File: src/rtl/vl_pkg.sv
package vl_pkg;

    typedef enum logic [1:0] {
        OPK_IDLE  = 2'd0,
        OPK_STEP  = 2'd1,
        OPK_SETUP = 2'd2
    } op_kind_e;

    // Index of an MSB-0 bit position inside a word of the given width.
    function automatic int unsigned msb0_to_lsb0(input int unsigned width,
                                                 input int unsigned pos);
        return width - 1 - pos;
    endfunction

endpackage

File: src/rtl/vl_op_decode.sv
module vl_op_decode
    import vl_pkg::*;
(
    input  logic     valid_i,
    input  logic     vf_i,
    input  logic     vs_i,
    input  logic     ms_i,
    output op_kind_e kind_o,
    output logic     use_reg_o,
    output logic     set_mvl_o
);

    logic step_combo;

    always_comb begin
        step_combo = vf_i & ~vs_i & ~ms_i;
        kind_o     = OPK_IDLE;
        if (valid_i) begin
            kind_o = step_combo ? OPK_STEP : OPK_SETUP;
        end
        use_reg_o = vs_i;
        set_mvl_o = ms_i;
    end

endmodule

File: src/rtl/vl_len_select.sv
module vl_len_select #(
    parameter int unsigned LEN_W = 7,
    parameter int unsigned XLEN  = 64
) (
    input  logic [LEN_W-1:0] imm_i,
    input  logic [XLEN-1:0]  src_i,
    input  logic             use_reg_i,
    output logic [LEN_W-1:0] cand_o
);

    localparam logic [LEN_W-1:0] LEN_MAX = {LEN_W{1'b1}};

    logic [LEN_W:0]   imm_plus;
    logic [LEN_W-1:0] imm_len_d;
    logic [LEN_W-1:0] reg_len_d;
    logic             reg_over;

    always_comb begin
        imm_plus  = {1'b0, imm_i} + {{LEN_W{1'b0}}, 1'b1};
        imm_len_d = imm_plus[LEN_W] ? LEN_MAX : imm_plus[LEN_W-1:0];
        reg_over  = |src_i[XLEN-1:LEN_W];
        reg_len_d = reg_over ? LEN_MAX : src_i[LEN_W-1:0];
        cand_o    = use_reg_i ? reg_len_d : imm_len_d;
    end

endmodule

File: src/rtl/vl_len_clamp.sv
module vl_len_clamp #(
    parameter int unsigned LEN_W = 7
) (
    input  logic [LEN_W-1:0] cand_i,
    input  logic [LEN_W-1:0] cur_mvl_i,
    input  logic             set_mvl_i,
    output logic [LEN_W-1:0] new_mvl_o,
    output logic [LEN_W-1:0] new_vl_o
);

    always_comb begin
        if (set_mvl_i) begin
            new_mvl_o = cand_i;
            new_vl_o  = cand_i;
        end else begin
            new_mvl_o = cur_mvl_i;
            new_vl_o  = (cand_i > cur_mvl_i) ? cur_mvl_i : cand_i;
        end
    end

endmodule

File: src/rtl/vl_setup_unit.sv
module vl_setup_unit
    import vl_pkg::*;
#(
    parameter int unsigned LEN_W      = 7,
    parameter int unsigned XLEN       = 64,
    parameter int unsigned REG_AW     = 5,
    parameter int unsigned STATE_W    = 32,
    parameter int unsigned MVL_POS    = 0,
    parameter int unsigned STATUS_POS = 6
) (
    input  logic               clk,
    input  logic               rst_n,
    input  logic               op_valid,
    input  logic [LEN_W-1:0]   op_imm,
    input  logic [REG_AW-1:0]  op_rd,
    input  logic               op_vf,
    input  logic               op_vs,
    input  logic               op_ms,
    input  logic [XLEN-1:0]    src_len,
    output logic [STATE_W-1:0] state_o,
    output logic [XLEN-1:0]    status_o,
    output logic               wb_en_o,
    output logic [REG_AW-1:0]  wb_addr_o,
    output logic [XLEN-1:0]    wb_data_o,
    output logic               step_adv_o,
    output logic               done_o
);

    localparam int unsigned VL_POS  = MVL_POS + LEN_W;
    localparam int unsigned MVL_LO  = msb0_to_lsb0(STATE_W, MVL_POS + LEN_W - 1);
    localparam int unsigned VL_LO   = msb0_to_lsb0(STATE_W, VL_POS + LEN_W - 1);
    localparam int unsigned STAT_LO = msb0_to_lsb0(XLEN, STATUS_POS);

    typedef struct packed {
        logic [LEN_W-1:0]  mvl;
        logic [LEN_W-1:0]  vl;
        logic              vf_bit;
        logic              wb_en;
        logic [REG_AW-1:0] wb_addr;
        logic [LEN_W-1:0]  wb_len;
        logic              adv;
        logic              cmt;
        logic              done;
    } regs_t;

    regs_t    r_d, r_q;
    op_kind_e kind;
    logic     use_reg;
    logic     set_mvl;
    logic [LEN_W-1:0] cand;
    logic [LEN_W-1:0] new_mvl;
    logic [LEN_W-1:0] new_vl;

    vl_op_decode u_dec (
        .valid_i   (op_valid),
        .vf_i      (op_vf),
        .vs_i      (op_vs),
        .ms_i      (op_ms),
        .kind_o    (kind),
        .use_reg_o (use_reg),
        .set_mvl_o (set_mvl)
    );

    vl_len_select #(.LEN_W(LEN_W), .XLEN(XLEN)) u_sel (
        .imm_i     (op_imm),
        .src_i     (src_len),
        .use_reg_i (use_reg),
        .cand_o    (cand)
    );

    vl_len_clamp #(.LEN_W(LEN_W)) u_clamp (
        .cand_i    (cand),
        .cur_mvl_i (r_q.mvl),
        .set_mvl_i (set_mvl),
        .new_mvl_o (new_mvl),
        .new_vl_o  (new_vl)
    );

    always_comb begin
        r_d         = r_q;
        r_d.wb_en   = 1'b0;
        r_d.adv     = 1'b0;
        r_d.cmt     = op_valid;
        r_d.done    = r_q.cmt;
        unique case (kind)
            OPK_STEP: begin
                r_d.adv = 1'b1;
            end
            OPK_SETUP: begin
                r_d.mvl     = new_mvl;
                r_d.vl      = new_vl;
                r_d.vf_bit  = op_vf;
                r_d.wb_en   = |op_rd;
                r_d.wb_addr = op_rd;
                r_d.wb_len  = new_vl;
            end
            default: begin
            end
        endcase
    end

    always_ff @(posedge clk) begin
        if (!rst_n) begin
            r_q <= '0;
        end else begin
            r_q <= r_d;
        end
    end

    always_comb begin
        state_o                         = '0;
        state_o[MVL_LO +: LEN_W]        = r_q.mvl;
        state_o[VL_LO +: LEN_W]         = r_q.vl;
        status_o                        = '0;
        status_o[STAT_LO]               = r_q.vf_bit;
        wb_en_o                         = r_q.wb_en;
        wb_addr_o                       = r_q.wb_addr;
        wb_data_o                       = '0;
        wb_data_o[LEN_W-1:0]            = r_q.wb_len;
        step_adv_o                      = r_q.adv;
        done_o                          = r_q.done;
    end

endmodule

File: config.mk
export PLATFORM = sky130hd
export DESIGN_NAME = vl_setup_unit
export DESIGN_NICKNAME = d
export VERILOG_FILES = /design/src/rtl/vl_pkg.sv /design/src/rtl/vl_op_decode.sv /design/src/rtl/vl_len_select.sv /design/src/rtl/vl_len_clamp.sv /design/src/rtl/vl_setup_unit.sv
export SDC_FILE = /design/constraint.sdc
export NUM_CORES = 1
export LEC_CHECK = 0
export BUFFER_PORTS_ARGS = -buffer_cell sky130_fd_sc_hd__buf_2
export CAP_MARGIN = 20
export CELL_PAD_IN_SITES_DETAIL_PLACEMENT = 0
export CELL_PAD_IN_SITES_GLOBAL_PLACEMENT = 1
export CORE_UTILIZATION = 25
export DETAILED_ROUTE_END_ITERATION = 10
export GPL_TIMING_DRIVEN = 1
export PLACE_DENSITY_LB_ADDON = 0.12
export SETUP_SLACK_MARGIN = 0.5
export SYNTH_ARGS = -nofsm -noshare
export SYNTH_HDL_FRONTEND = slang
export SYNTH_SLANG_ARGS = --single-unit
File: constraint.sdc
create_clock -name clk -period 6.6 [get_ports clk]
set_input_delay 0.66 -clock clk [delete_from_list [all_inputs] [get_ports clk]]
set_output_delay 0.66 -clock clk [all_outputs]
set_load 0.1 [all_outputs]
# Word-level counts from Yosys, hierarchy flattened
# Index checks and enable logic that the tools add are counted.
dict set report totals {
  reg_bits 24
  output_inout_bits 168
  in_bits 82
  word_cells 28
}
dict set report classes {
  eq_ne 2
  n_reduce_logical 4
  muxes 8
  bitwise 4
  n_lt_le_gt_ge 1
  n_addsub 1
}
# cell count
set op_table {}
lappend op_table {{$reduce_or A57 Y1} 1}
lappend op_table {{$mux W7} 5}
lappend op_table {{$add A7 B1 Y8 const B} 1}
lappend op_table {{$gt A7 B7 Y1} 1}
lappend op_table {{$reduce_or A5 Y1} 1}
lappend op_table {{$mux W2} 2}
lappend op_table {{$reduce_and A2 Y1} 2}
lappend op_table {{$and A1 B1 Y1} 2}
lappend op_table {{$eq A2 B1 Y1 const B} 1}
lappend op_table {{$eq A2 B2 Y1 const B} 1}
lappend op_table {{$not A1 Y1} 2}
lappend op_table {{$mux W1} 1}

# Longest topological paths before layout
dict set report logic_depth {
  ltp_word 7
  mapped_depth 12
  ltp_nobuf 12
}

# By module
# Synthesis repeated with hierarchy kept, for this count alone.
dict set report unflattened {
  cells_unflattened 345
  hier_area_um2 2701.3
}
# module seq_area_each_um2 cells_each area_per_inst_um2 instances
set modules_own_cells {}
lappend modules_own_cells {vl_setup_unit 480.5 243 1956.9 1}
lappend modules_own_cells {vl_len_select 0.0 50 357.8 1}
lappend modules_own_cells {vl_len_clamp 0.0 47 344.1 1}
lappend modules_own_cells {vl_op_decode 0.0 5 42.5 1}

# Worst setup path before layout
# OpenSTA, ideal clock, no wires.
dict set report synth_timing {
  path_kind {input-to-reg}
  from {input port src_len[32]}
  to {register r_q, in the netlist wb_data_o[0]}
  n_path_buf 1
  t_required_ns 6.520
  cell_stages 12
  slack_ns 3.445
  setup_ns 0.080
  arrival_time_ns 3.075
  cell_sequence {nor4_2 > nand4_1 > or4_1 > buf_6 > o22ai_2 > inv_1 > ha_1 > a21oi_1 > o21ai_0 > o21ba_2 > nand3b_1 > o211ai_1}
}
dict set report synth_between {
  elab_chain_len 6
}
# element line
set synth_rtl {}
lappend synth_rtl {{start, declared} vl_setup_unit.sv:19} ;# input logic [XLEN-1:0] src_len,
lappend synth_rtl {{$reduce_or A57 Y1} vl_len_select.sv:21} ;# reg_over = |src_i[XLEN-1:LEN_W];
lappend synth_rtl {{$mux W7} vl_len_select.sv:22} ;# reg_len_d = reg_over ? LEN_MAX : src_i[LEN_W-1:0];
lappend synth_rtl {{$mux W7} vl_len_select.sv:23} ;# cand_o = use_reg_i ? reg_len_d : imm_len_d;
lappend synth_rtl {{via cand[4]} vl_setup_unit.sv:50} ;# logic [LEN_W-1:0] cand;
lappend synth_rtl {{$gt A7 B7 Y1} vl_len_clamp.sv:17} ;# new_vl_o = (cand_i > cur_mvl_i) ? cur_mvl_i : cand_i;
lappend synth_rtl {{$mux W7} vl_len_clamp.sv:17}
lappend synth_rtl {{$mux W7} vl_len_clamp.sv:12} ;# if (set_mvl_i) begin
lappend synth_rtl {{end signal, assigned} vl_setup_unit.sv:106} ;# r_q <= r_d;
lappend synth_rtl {{end, declared} vl_setup_unit.sv:46} ;# regs_t r_d, r_q;
# The timed path passes the listed nets, and every way through them passes these cells.
# A chain may end at the register's enable or synchronous reset.

# Worst setup path in the final report
dict set report layout_timing {
  from {input port src_len[44]}
  to {register r_q, in the netlist wb_data_o[0]}
}
# The elaborated chain is that of the path after synthesis.

==> out/qor.yml <==
critical_path:
  path_class: "input port to flop"
  startpoint_type: "input port"
  crit_family: "simple AND/OR/NAND/NOR gates"
  end_kind: "flop"
  crit_top_cell: "a21oi_1"
  critPathRequiredTime_ns: 6.80
  slowest_delay_ns: 0.78
  path_cells: "buf_2 -> nor4_1 -> nand3_1 -> or4_1 -> o21ai_2 -> inv_1 -> ha_1 -> a21oi_1 -> a21oi_1 -> o21ba_2 -> nand3b_1 -> o211ai_1"
  critical_path.slowest_cell: "or4_1"
  cp.arrival_ns: 3.76
  critPathBufInv: 2
  worst-path-max-fanout: 8
routing:
  drc_errors: 0
  drtIter0Drc: 80
  wl_um: 6250
  ant_nets: 0
  vias_per_cell: 3.73
  vias: 2064
  dr.pass1.iters: 4
  wl_per_cell_um: 11.3
sta:
  tns_ns: 0
  worst_pin_slew_ns: 0.682
  slew_violations: 0
  setup_viol: 0
  clock_skew_ns: 0.00117
  timing_hold_violations_final: 0
  min_period_ns: 3.56
  max_slew_margin_pct: 54.4
  fmax_ghz: 0.281
  period_share_pct: 54.0
  hold_slack_ns: 0.438
  rsz0062_at_grt: "no"
synthesis:
  avgSynthCellArea_um2: 7.96
  ys.flop_type: "dfxtp_1"
  yosysMostFrequentCell: "buf_4"
  yosysSeqAreaShare_pct: 18.8
  synth-edff-count: 0
  netlist_area_um2: 2550
  synth_area_leaders: "buf_4 43%, dfxtp_1 19%, ha_1 3.9%, nand2_1 3.2%, nor4_1 2.4%"
  ys_types: 42
  yosys-top-cells-count: "145 x buf_4, 24 x dfxtp_1, 22 x nand2_1"
  async_flop_share_pct: 0
  ys_ff_latch: 24
  synth_top_area_cell: "buf_4"
  synthCells: 321
  synth_top_area_share_pct: 42.6
  yosys_warnings: 0
clock_tree:
  path_clk_slew_ns: 0.09
  clockBufferDepth: 2
  cts_setup_buffers: 0
  numCtsBuffers: 3
  ctsHoldBuffers: 0
  ctsRootBufferMaster: "clkbuf_8"
  clock_latency_ns: 0.27
  htreeDepth: 1
  cts.repair.resized: 0
  clkSinkCount: 24
  cts_tree: "done"
global_routing:
  grt_pass1_vias: 1806
  grt_max_degree: 28
  grt_pass1_wl_um: 8890
  overflow: 0
  globalRouteTotalUtil_pct: 11.1
  antenna_found_initial: 0
power_and_ir_drop:
  combPwrFrac_pct: 64.3
  share_seq_of_total_power_pct: 19.6
  cell_internal_pwr_mw: 0.282
  power.total_mw: 0.825
  p_per_area_nw_per_um2: 301
  vdd_drop_max_mv: 0.134
  switching_share_pct: 65.8
  power.leakage_nw: 1.46
  clkPwrFrac_pct: 16.1
  p_sw_mw: 0.543
layout:
  final_core_util_pct: 27.9
  stdcell_area_um2: 2740
  area_delta_synth_final_pct: 7.20
  drive_above_1_share_pct: 31.4
  antennaDiodeCount: 0
  nets: 512
floorplan:
  die-area_um2: 10600
  io_pins: 250
  start_util_pct: 26.0
  row_count: 36
  die_h_um: 103
  coreArea_um2: 9820
  die_w_um: 103
run_status:
  status: "complete, no violations"
flow_run:
  maxCapViolCount: 0
place:
  io_buffers: 111
  hpwl_um: 5480
  gp_congestion: 0.755
  placed_area_um2: 2670
hold_path:
  hp-class: "flop to flop"
power groups by stage:
stage,clock (mW),sequential [mW],combinational [mW]
after CTS,0.136,0.162,0.530
after floorplan,0,0.233,0.477
after detailed placement,0,0.166,0.530
after global placement,0,0.165,0.530
after global routing,0.144,0.164,0.550
final,0.132,0.162,0.530
registers in the layout, summed over array words and instances, names as in the netlist:
name	cells
done_o	1
r_d	1
state_o	7
status_o	1
step_adv_o	1
wb_addr_o	5
wb_data_o	7
wb_en_o	1
layout by cell type (no fill, tap or decap), types with 5 or more instances in the layout:
cell,instances
nand2_1,22
nand4_1,7
a21boi_0,5
o22ai_1,7
nor2_1,8
conb_1,138
inv_1,15
dfxtp_1,24
nor4_1,10
ha_1,8
buf_2,111
o21ai_0,6
nand3_1,5
logic make-up (layout without fill, tap and decap cells):
family                   Yosys count  after routing  synth area share, %
flip-flops                        24             24                 18.8
XOR/XNOR                           1              1                0.343
AO/OA/AOI/OAI                     49             49                 14.9
AND/OR/NAND/NOR                   71             71                 15.7
adder cells (fa/ha/maj)            8              8                 3.92
buffers and inverters            167            130                 46.2
other                              1            138                0.147
worst register-to-register path: cells and delay by family (launching register included):
kind | cells | cell delay (ns)
AO/OA/AOI/OAI | 4 | 0.77
flip-flops | 1 | 0.37
AND/OR/NAND/NOR | 1 | 0.33
adder cells (fa/ha/maj) | 1 | 0.32
buffers and inverters | 1 | 0.07
path summary, 6_finish.rpt:
| check | from | cells after the start | slack, ns | end |
|---|---|---|---|---|
| worst max-delay path | src_len[44] | 12 | 3.04 | wb_data_o[0]$_SDFFE_PN0N_ |
| worst min-delay path | r_d[0]$_SDFF_PN0_ | 1 | 0.44 | done_o$_SDFF_PN0_ |
| worst max register to register | state_o[31]$_SDFFE_PN0P_ | 7 | 4.66 | wb_data_o[0]$_SDFFE_PN0N_ |
| worst min register to register | r_d[0]$_SDFF_PN0_ | 1 | 0.44 | done_o$_SDFF_PN0_ |
metrics by stage:
| stage | std cells | setup slack, ns |
|---|---|---|
| 3_5_place_dp | 550 | 2.72 |
| 6_report | 554 | 3.04 |
| 3_3_place_gp | 550 | 2.76 |
| 5_1_grt | 554 | 2.61 |
| 4_1_cts | 554 | 3.00 |
| 2_1_floorplan | 458 | 3.44 |
layout make-up:
class,count,area (µm²)
Tap cell,133,166
Inverter,15,56.3
Multi-Input combinational cell,267,1410
Timing Repair Buffer,111,556
Sequential cell,24,480
Clock inverter,1,30.0
Fill cell,1119,7080
Clock buffer,3,41.3
metal layers:
metal	global-route usage, %	up-vias	share of wire (%)
met5	0	-	0
li1	-	1003	-
met4	2.82	0	1.3
met1	12.5	921	39
met2	20.8	134	51
met3	2.85	6	8.7
Power figures use the tool's default switching activity.
